===== src/rtl/tgtbuf_pkg.sv =====
package tgtbuf_pkg;
    typedef enum logic [1:0] {
        UPD_IDLE = 2'b00,
        UPD_FILL = 2'b01,
        UPD_DROP = 2'b10,
        UPD_RSVD = 2'b11
    } upd_op_e;
endpackage


===== src/rtl/tgtbuf_array.sv =====
module tgtbuf_array
    import tgtbuf_pkg::*;
#(
    parameter int PC_W  = 32,
    parameter int IDX_W = 4,
    localparam int TAG_W = PC_W - IDX_W - 2,
    localparam int DEPTH = 1 << IDX_W
) (
    input  logic             clk,
    input  logic             rst_n,
    input  logic [IDX_W-1:0] rd_idx,
    input  upd_op_e          upd_op,
    input  logic [IDX_W-1:0] upd_idx,
    input  logic [TAG_W-1:0] upd_tag,
    input  logic [PC_W-1:0]  upd_tgt,
    output logic             rd_vld,
    output logic [TAG_W-1:0] rd_tag,
    output logic [PC_W-1:0]  rd_tgt
);
    logic             fill_en, drop_en;
    logic             vld_q [DEPTH];
    logic [TAG_W-1:0] tag_q [DEPTH];
    logic [PC_W-1:0]  tgt_q [DEPTH];
    logic [DEPTH-1:0] vld_vec;

    // command decode
    always_comb begin
        fill_en = 1'b0;
        drop_en = 1'b0;
        unique case (upd_op)
            UPD_FILL: fill_en = 1'b1;
            UPD_DROP: drop_en = 1'b1;
            UPD_IDLE,
            UPD_RSVD: ;
        endcase
    end

    for (genvar e = 0; e < DEPTH; e++) begin : g_slot
        wire sel = (upd_idx == IDX_W'(e));

        always_ff @(posedge clk) begin
            if (!rst_n)
                vld_q[e] <= 1'b0;
            else if (sel && fill_en)
                vld_q[e] <= 1'b1;
            else if (sel && drop_en)
                vld_q[e] <= 1'b0;
        end

        always_ff @(posedge clk) begin
            if (sel && fill_en) begin
                tag_q[e] <= upd_tag;
                tgt_q[e] <= upd_tgt;
            end
        end

        assign vld_vec[e] = vld_q[e];
    end

    assign rd_vld = vld_q[rd_idx];
    assign rd_tag = tag_q[rd_idx];
    assign rd_tgt = tgt_q[rd_idx];


    fill_sets_valid_chk: assert property (@(posedge clk) disable iff (!rst_n)
        fill_en |=> vld_vec[$past(upd_idx)]);


    drop_clears_valid_chk: assert property (@(posedge clk) disable iff (!rst_n)
        drop_en |=> !vld_vec[$past(upd_idx)]);


    idle_keeps_valid_chk: assert property (@(posedge clk) disable iff (!rst_n)
        (upd_op == UPD_IDLE || upd_op == UPD_RSVD) |=> $stable(vld_vec));
endmodule


===== src/rtl/tgtbuf_nextpc.sv =====
module tgtbuf_nextpc #(
    parameter int PC_W  = 32,
    parameter int IDX_W = 4,
    localparam int TAG_W = PC_W - IDX_W - 2
) (
    input  logic [PC_W-1:0]  fetch_pc,
    input  logic             dir_taken,
    input  logic             rd_vld,
    input  logic [TAG_W-1:0] rd_tag,
    input  logic [PC_W-1:0]  rd_tgt,
    output logic             hit,
    output logic [PC_W-1:0]  hit_target,
    output logic [PC_W-1:0]  next_pc
);
    logic [TAG_W-1:0] pc_tag;
    logic [PC_W-1:0]  seq_pc;

    assign pc_tag = fetch_pc[PC_W-1 -: TAG_W];
    assign seq_pc = fetch_pc + PC_W'(4);

    always_comb begin
        hit        = rd_vld && (rd_tag == pc_tag);
        hit_target = hit ? rd_tgt : '0;
        next_pc    = (hit && dir_taken) ? rd_tgt : seq_pc;
    end
endmodule


===== src/rtl/tgtbuf_top.sv =====
module tgtbuf_top
    import tgtbuf_pkg::*;
#(
    parameter int PC_W  = 32,
    parameter int IDX_W = 4
) (
    input  logic            clk,
    input  logic            rst_n,
    input  logic [PC_W-1:0] fetch_pc,
    input  logic            dir_taken,
    input  logic [1:0]      upd_op,
    input  logic [PC_W-1:0] upd_pc,
    input  logic [PC_W-1:0] upd_target,
    output logic            hit,
    output logic [PC_W-1:0] hit_target,
    output logic [PC_W-1:0] next_pc
);
    localparam int TAG_W = PC_W - IDX_W - 2;

    logic             rd_vld;
    logic [TAG_W-1:0] rd_tag;
    logic [PC_W-1:0]  rd_tgt;

    tgtbuf_array #(.PC_W(PC_W), .IDX_W(IDX_W)) u_array (
        .clk     (clk),
        .rst_n   (rst_n),
        .rd_idx  (fetch_pc[IDX_W+1:2]),
        .upd_op  (upd_op_e'(upd_op)),
        .upd_idx (upd_pc[IDX_W+1:2]),
        .upd_tag (upd_pc[PC_W-1 -: TAG_W]),
        .upd_tgt (upd_target),
        .rd_vld  (rd_vld),
        .rd_tag  (rd_tag),
        .rd_tgt  (rd_tgt)
    );

    tgtbuf_nextpc #(.PC_W(PC_W), .IDX_W(IDX_W)) u_nextpc (
        .fetch_pc   (fetch_pc),
        .dir_taken  (dir_taken),
        .rd_vld     (rd_vld),
        .rd_tag     (rd_tag),
        .rd_tgt     (rd_tgt),
        .hit        (hit),
        .hit_target (hit_target),
        .next_pc    (next_pc)
    );


    reset_all_miss_chk: assert property (@(posedge clk) disable iff (!rst_n)
        !$past(rst_n) |-> !hit);


    taken_hit_redirect_chk: assert property (@(posedge clk) disable iff (!rst_n)
        (hit && dir_taken) |-> (next_pc == hit_target));


    miss_sequential_chk: assert property (@(posedge clk) disable iff (!rst_n)
        !hit |-> (next_pc == fetch_pc + PC_W'(4) && hit_target == '0));
endmodule


===== config.mk =====
export PLATFORM = sky130hd
export DESIGN_NAME = tgtbuf_top
export DESIGN_NICKNAME = d
export VERILOG_FILES = /design/src/rtl/tgtbuf_pkg.sv /design/src/rtl/tgtbuf_array.sv /design/src/rtl/tgtbuf_nextpc.sv /design/src/rtl/tgtbuf_top.sv
export SDC_FILE = /design/constraint.sdc
export NUM_CORES = 1
export LEC_CHECK = 0
export ABC_CLOCK_PERIOD_IN_PS = 5310
export CAP_MARGIN = 20
export CORE_UTILIZATION = 50
export CTS_CLUSTER_SIZE = 25
export DETAILED_ROUTE_END_ITERATION = 8
export HOLD_SLACK_MARGIN = 0.06
export MAX_ROUTING_LAYER = met4
export PLACE_DENSITY_LB_ADDON = 0.08
export SETUP_SLACK_MARGIN = 0.3
export SYNTH_ARGS = -nofsm -noshare
export SYNTH_HDL_FRONTEND = slang
export SYNTH_SLANG_ARGS = --single-unit

===== constraint.sdc =====
create_clock -name clk -period 5.31 [get_ports clk]
set_input_delay 0.7965 -clock clk [delete_from_list [all_inputs] [get_ports clk]]
set_output_delay 0.7965 -clock clk [all_outputs]
set_load 0.01 [all_outputs]

==> out/metrics.cfg, run 1 <==
[status]
status=finished clean

[timing]
max_freq_mhz=197
setup_viol=0
post-route-period-util_pct=95.7
hold_viol=0
fin_skew_ps=0
worst_slew_pin_slew_ps=1040
period_needed_ps=5080
report.final.slew_viol_count=0
relSlewSlack_pct=30.4
rsz0062_at_grt=true
finalSetupTns_ps=0

[worst_setup_path]
critPathSlowestCell=mux4_2
required_ps=4510
crit_arrival_ps=4290
path_buf_inv=6
worstReg2RegEnd=u_array.vld_q[8]$_DFF_P_
reg2reg_from=u_array.vld_q[8]$_DFF_P_
rrSetupSlack_ps=4590
cp_max_fo=11
path_delay_family=buffers and inverters
reg2regPathDepth=2
critPathCaptureType=primary output
cp_slowest_stage_delay_ps=530
crit_start=fetch_pc[2]
crit_chain=bufbuf_16 > buf_6 > mux4_2 > mux2i_4 > a2bb2oi_2 > o211ai_1 > o41ai_2 > buf_4 > nand4b_1 > nor4_4 > buf_12 > buf_12 > mux2_4 > clkdlybuf4s50_1
crit_path_frequent_cell=buf_12
crit_path_start_kind=input pin
crit_type=input pin to primary output

[logic_synthesis]
ys_async_sr_fraction_pct=0
synth_area_um2=38400
yosysSeqAreaShare_pct=73.9
syn_nets=1922
yosysWarnings=0
avgSynthCellArea_um2=21.1
synthCells=1820
synth_top_cell_area_share_pct=73.8
synth_common_cells=edfxtp_1 (943), mux4_2 (240), mux2i_1 (69), nor2_1 (62), nand2_1 (48)
yosysUniqueCellTypes=69
yosys-top-cells-area=edfxtp_1 (74%), mux4_2 (14%), mux2i_1 (1.8%)
synth-edff-count=943
synth_top_cell_by_area=edfxtp_1
synth_flop_cell=edfxtp_1
ys_ff_latch=944
synth_most_common_cell=edfxtp_1

[clock_tree]
cts_root_buffer=clkbuf_16
cts.sinks=944
htreeDepth=3
cts_max_path_buffers=3
cts_tree=done
clk_pin_slew_ps=60
clock_latency_ps=640
cts_buffers=95
hold_buffers=0

[min_path]
min_to=u_array.vld_q[8]$_DFF_P_
holdPathStages=2
hold_path.class=register to register
hp-start=u_array.vld_q[8]$_DFF_P_

[final_layout]
syn_to_final_growth_pct=19.4
stdcell_area_um2=45800
final_util_pct=60.3
drive_gt1_share_pct=28.2
nets=2234

[power]
swShare_pct=21.2
p_total_w=0.0160
peakVddDrop_uv=272
p_int_w=0.0126
powerDensity_nw_per_um2=349
seqPwrFrac_pct=52.0
clock_power_share_pct=41.1
p_comb_share_pct=6.9
switchingPower_w=0.00339
leakagePower_nw=15.3

[die]
ioPinCount=166
start_util_pct=50.5
die_w_um=279
die-area_um2=77800
die_h_um=279
rows=101
core-area_um2=75900

[drt]
drcViolationCount=0
ant_nets=0
vias=19600
vias_per_cell=6.03
drt_wl_total_mm=102
drt-pass1-iter-count=8
drt_iter0_drc=1926
post_drt_wl_per_cell_um=31.4

[flow_run]
drv_cap=0

[placed_design]
portBuffers=163
place.gp.congestion=0.958
dp_hpwl_mm=59.3
placed_area_um2=42300

[grt]
gr-total-overflow=0
antenna_found_initial=10
grt_max_degree=64
grt_pass1_vias=20200
grt_pass1_wl_mm=145
gr-usage-all-layers_pct=27.4

[registers in the layout (all words and copies together), names as in the netlist]
| name | cells |
|---|---|
| u_array.vld_q | 16 |
| u_array.tag_q | 416 |
| u_array.tgt_q | 512 |
[worst max path at each step]
stage                    endpoint  slack (ps)  cells past startpoint
global placement      next_pc[24]         -80                     13
global route          next_pc[16]         110                     15
detailed placement    next_pc[25]         -30                     13
floorplan             next_pc[10]         940                     10
CTS                 hit_target[4]         160                     14
finish                next_pc[16]         230                     14
[final cells by class]
cell class,count,area [um^2]
Fill cell,5416,30200
Sequential cell,944,28300
Multi-Input combinational cell,757,9570
Timing Repair Buffer,315,3470
Clock buffer,115,2470
Tap cell,1030,1290
Clock inverter,56,561
Inverter,19,72.6
Antenna cell,8,20.0
[cell families (layout without fill, tap and decap cells)]
family / Yosys count / in the layout / synth area share (%)
AOI/OAI and AO/OA: 108 / 108 / 2.01
xor gates and xnor gates: 49 / 49 / 1.14
adders and majority gates: 1 / 1 / 0.0326
buffers and inverters: 119 / 505 / 1.72
DFF: 944 / 944 / 73.9
muxes: 366 / 366 / 18.1
other: 0 / 8 / 0
and+or+nand+nor: 233 / 233 / 3.14
[power groups by stage]
stage	registers, W	clock network (W)	logic [W]
6_report	0.00832	0.00656	0.00110
5_1_grt	0.00832	0.00694	0.00116
4_1_cts	0.00832	0.00668	0.00110
3_5_place_dp	0.00847	0	0.00108
3_3_place_gp	0.00847	0	0.00107
2_1_floorplan	0.00847	0	0.000562
[stage by stage]
step,instances,worst slack (ps),hold slack [ps]
2_1_floorplan,1820,943,450
3_3_place_gp,3051,-76.0,485
3_5_place_dp,3051,-26.4,507
4_1_cts,3229,161,514
5_1_grt,3244,107,541
6_report,3244,227,512
[layer usage]
layer | part of all wire (%) | wire length, um | global-route usage (%) | vias to the layer above
met5 | 0 | 0 | - | -
met2 | 48 | 49000 | 42.5 | 764
met4 | 2.7 | 2720 | 8.00 | 0
met3 | 7.1 | 7280 | 5.57 | 155
li1 | - | - | - | 8218
met1 | 42 | 42900 | 36.9 | 10400
[cell usage in the layout, fill, tap and decap left out, drive strengths merged, types with 4 or more instances in the layout]
cell type / n
a21oi: 10
a22o: 5
a22oi: 11
a31oi: 4
and2: 34
and3: 5
and4: 5
buf: 153
bufinv: 10
clkbuf: 117
clkdlybuf4s50: 121
clkinv: 44
diode: 8
dlygate4sd2: 6
dlymetal6s2s: 32
edfxtp: 943
inv: 20
mux2: 51
mux2i: 70
mux4: 245
nand2: 48
nand2b: 13
nand3: 19
nand4: 11
nor2: 62
nor2b: 9
nor3: 11
nor4: 5
o21ai: 29
o22ai: 13
o32ai: 5
xnor2: 38
xor2: 11
[worst register-to-register path, stage by stage, from the launching register on]
cell      delay (ps)
dfxtp_1          330
o21ai_0          170
a21boi_0         100
[repair_timing]
item	in CTS	in global routing
cloned	2	1
pin swaps	3	4
setup buffers	5	6
resized for setup	22	47
setup endpoints to repair	65	61
No activity file was read; power rests on OpenSTA's default activity.
==> inputs of run 2 (changes only) <==
- CTS_CLUSTER_SIZE: 25 -> default
==> out/metrics.cfg, run 2 (same netlist as run 1, synthesis figures left out) <==
[die]
die_w_um=279  ; unchanged
start_util_pct=50.5  ; unchanged
core-area_um2=75900  ; unchanged
die_h_um=279  ; unchanged
rows=101  ; unchanged
die-area_um2=77800  ; unchanged
ioPinCount=166  ; unchanged

[placed_design]
portBuffers=163  ; unchanged
place.gp.congestion=0.958  ; unchanged
placed_area_um2=42300  ; unchanged
dp_hpwl_mm=59.3  ; unchanged

[worst_setup_path]
cp_max_fo=11  ; unchanged
path_delay_family=buffers and inverters
cp_slowest_stage_delay_ps=530  ; about the same
crit_cells=14  ; unchanged
crit_start=fetch_pc[2]
path_buf_inv=6  ; unchanged
crit_type=input pin to primary output
critPathSlowestCell=mux4_2
reg2regPathDepth=2  ; unchanged
crit_arrival_ps=4280  ; about the same
critPathCaptureType=primary output
reg2reg_from=u_array.vld_q[8]$_DFF_P_
crit_path_start_kind=input pin
crit_path_frequent_cell=buf_12
required_ps=4510  ; about the same
crit_chain=bufbuf_16 > buf_6 > mux4_2 > mux2i_4 > a2bb2oi_2 > o211ai_1 > o41ai_2 > buf_4 > nand4b_1 > nor4_4 > buf_12 > buf_12 > mux2_4 > clkdlybuf4s50_1

[grt]
gr-usage-all-layers_pct=27.4  ; about the same
grt_pass1_wl_mm=145  ; about the same
grt_max_degree=64  ; unchanged
gr-total-overflow=0  ; unchanged
antenna_found_initial=9  ; -1
grt_pass1_vias=20200  ; +0.054%

[clock_tree]
hold_buffers=0  ; unchanged
htreeDepth=3  ; unchanged
clock_latency_ps=640  ; about the same
cts_max_path_buffers=3  ; unchanged
cts.sinks=944  ; unchanged
cts_root_buffer=clkbuf_16
cts_buffers=95  ; unchanged
clk_pin_slew_ps=60  ; about the same
cts_tree=done

[drt]
vias=19600  ; +0.26%
wl_met2_mm=49.1  ; about the same
drcViolationCount=0  ; unchanged
ant_nets=0  ; unchanged
route.met3.wl_mm=7.28  ; about the same
drt_iter0_drc=1851  ; -3.9%
drt_wl_total_mm=102  ; about the same
top_layer=met4
drt-pass1-iter-count=7  ; -1
met1_length_mm=42.8  ; -0.14%
vias_per_cell=6.05  ; +0.26%
post_drt_wl_per_cell_um=31.4  ; about the same

[final_layout]
final_cell_mix=edfxtp_1 (943), mux4_2 (240), clkdlybuf4s50_1 (121), buf_4 (102), clkbuf_16 (97)
nets=2234  ; unchanged
largest_register_ffs=512  ; unchanged
layout.cells.most_common=edfxtp_1
multi_input_area_um2=9570  ; unchanged
regArea_um2=28300  ; unchanged
drive_gt1_share_pct=28.2  ; unchanged
reg.largest.list=u_array.tgt_q x512, u_array.tag_q x416, u_array.vld_q x16
top_register=u_array.tgt_q
stdcell_area_um2=45800  ; about the same
fillers=5422  ; +0.11%
syn_to_final_growth_pct=19.3  ; about the same

[status]
status=finished clean

[min_path]
hp-start=u_array.vld_q[8]$_DFF_P_
holdPathStages=2  ; unchanged
hold_path.class=register to register

[timing]
fin_skew_ps=0  ; unchanged
report.final.slew_viol_count=0  ; unchanged
relSlewSlack_pct=30.2  ; -0.21 points
timing.hold.ws_ps=511  ; -0.723 ps
max_freq_mhz=197  ; about the same
post-route-period-util_pct=95.7  ; about the same
hold_viol=0  ; unchanged
period_needed_ps=5080  ; -1.88 ps
setup_viol=0  ; unchanged
worst_slew_pin_slew_ps=1050  ; +3.09 ps
rsz0062_at_grt=true

[power]
leakagePower_nw=15.3  ; about the same
peakVddDrop_uv=273  ; +0.24%
powerDensity_nw_per_um2=348  ; -0.28%

[flow_run]
drv_cap=0  ; unchanged

run 2: cell types whose count changed in the layout (fill, tap and decap cells not counted), sizes merged:
cell    delta
clkinv     -1
bufinv     -1
clkbuf     +2
run 2: what timing repair did:
item                       4_1_cts  5_1_grt
pin swaps                        3        4
cloned                           2        1
setup buffers                    5        6
setup endpoints to repair       65       61
resized for setup               22       47
run 2: power by group:
part / internal [W] / switching [W] / leakage [nW]
registers: 0.00830 / 0.0000206 / 8.51
clock network: 0.00376 / 0.00275 / 1.47
logic: 0.000492 / 0.000609 / 5.32
run 2: tightest hold or removal path: cells and delay by family, from the launching register on:
family           cells  cell delay [ps]
AND/OR/NAND/NOR      1               60
AO/OA/AOI/OAI        1               70
flip-flops           1              330
run 2: final timing paths:
path	endpoint	slack (ps)
setup / recovery	next_pc[16]	230
hold / removal	u_array.vld_q[8]$_DFF_P_	510
setup reg to reg	u_array.vld_q[8]$_DFF_P_	4590
hold reg to reg	u_array.vld_q[8]$_DFF_P_	510
run 2: metrics by stage:
step / power, W / utilization, % / setup TNS, ps / std cells / setup WS [ps]
final: 0.0159 / 60.3 / 0 / 3244 / 229
after global placement: 0.00954 / 55.7 / -1480 / 3051 / -76.0
after detailed placement: 0.00956 / 55.7 / -244 / 3051 / -26.4
after global routing: 0.0164 / 60.3 / 0 / 3244 / 107
after CTS: 0.0161 / 60.0 / 0 / 3229 / 161
after floorplan: 0.00903 / - / 0 / 1820 / 943
run 2: layout make-up:
cell class,instances,share of cell area [%]
inverter,19,0.159
multi-input combinational,757,20.9
antenna,8,0.0437
sequential,944,61.9
clock buffer,117,5.42
timing repair buffer,315,7.58
clock inverter,54,1.16
tap,1030,2.82
run 2: routing by layer:
metal | vias to the layer above | GRT usage (%)
li1 | 8225 | -
met3 | 152 | 5.56
met2 | 782 | 42.5
met4 | 0 | 8.00
met5 | - | -
met1 | 10500 | 36.9
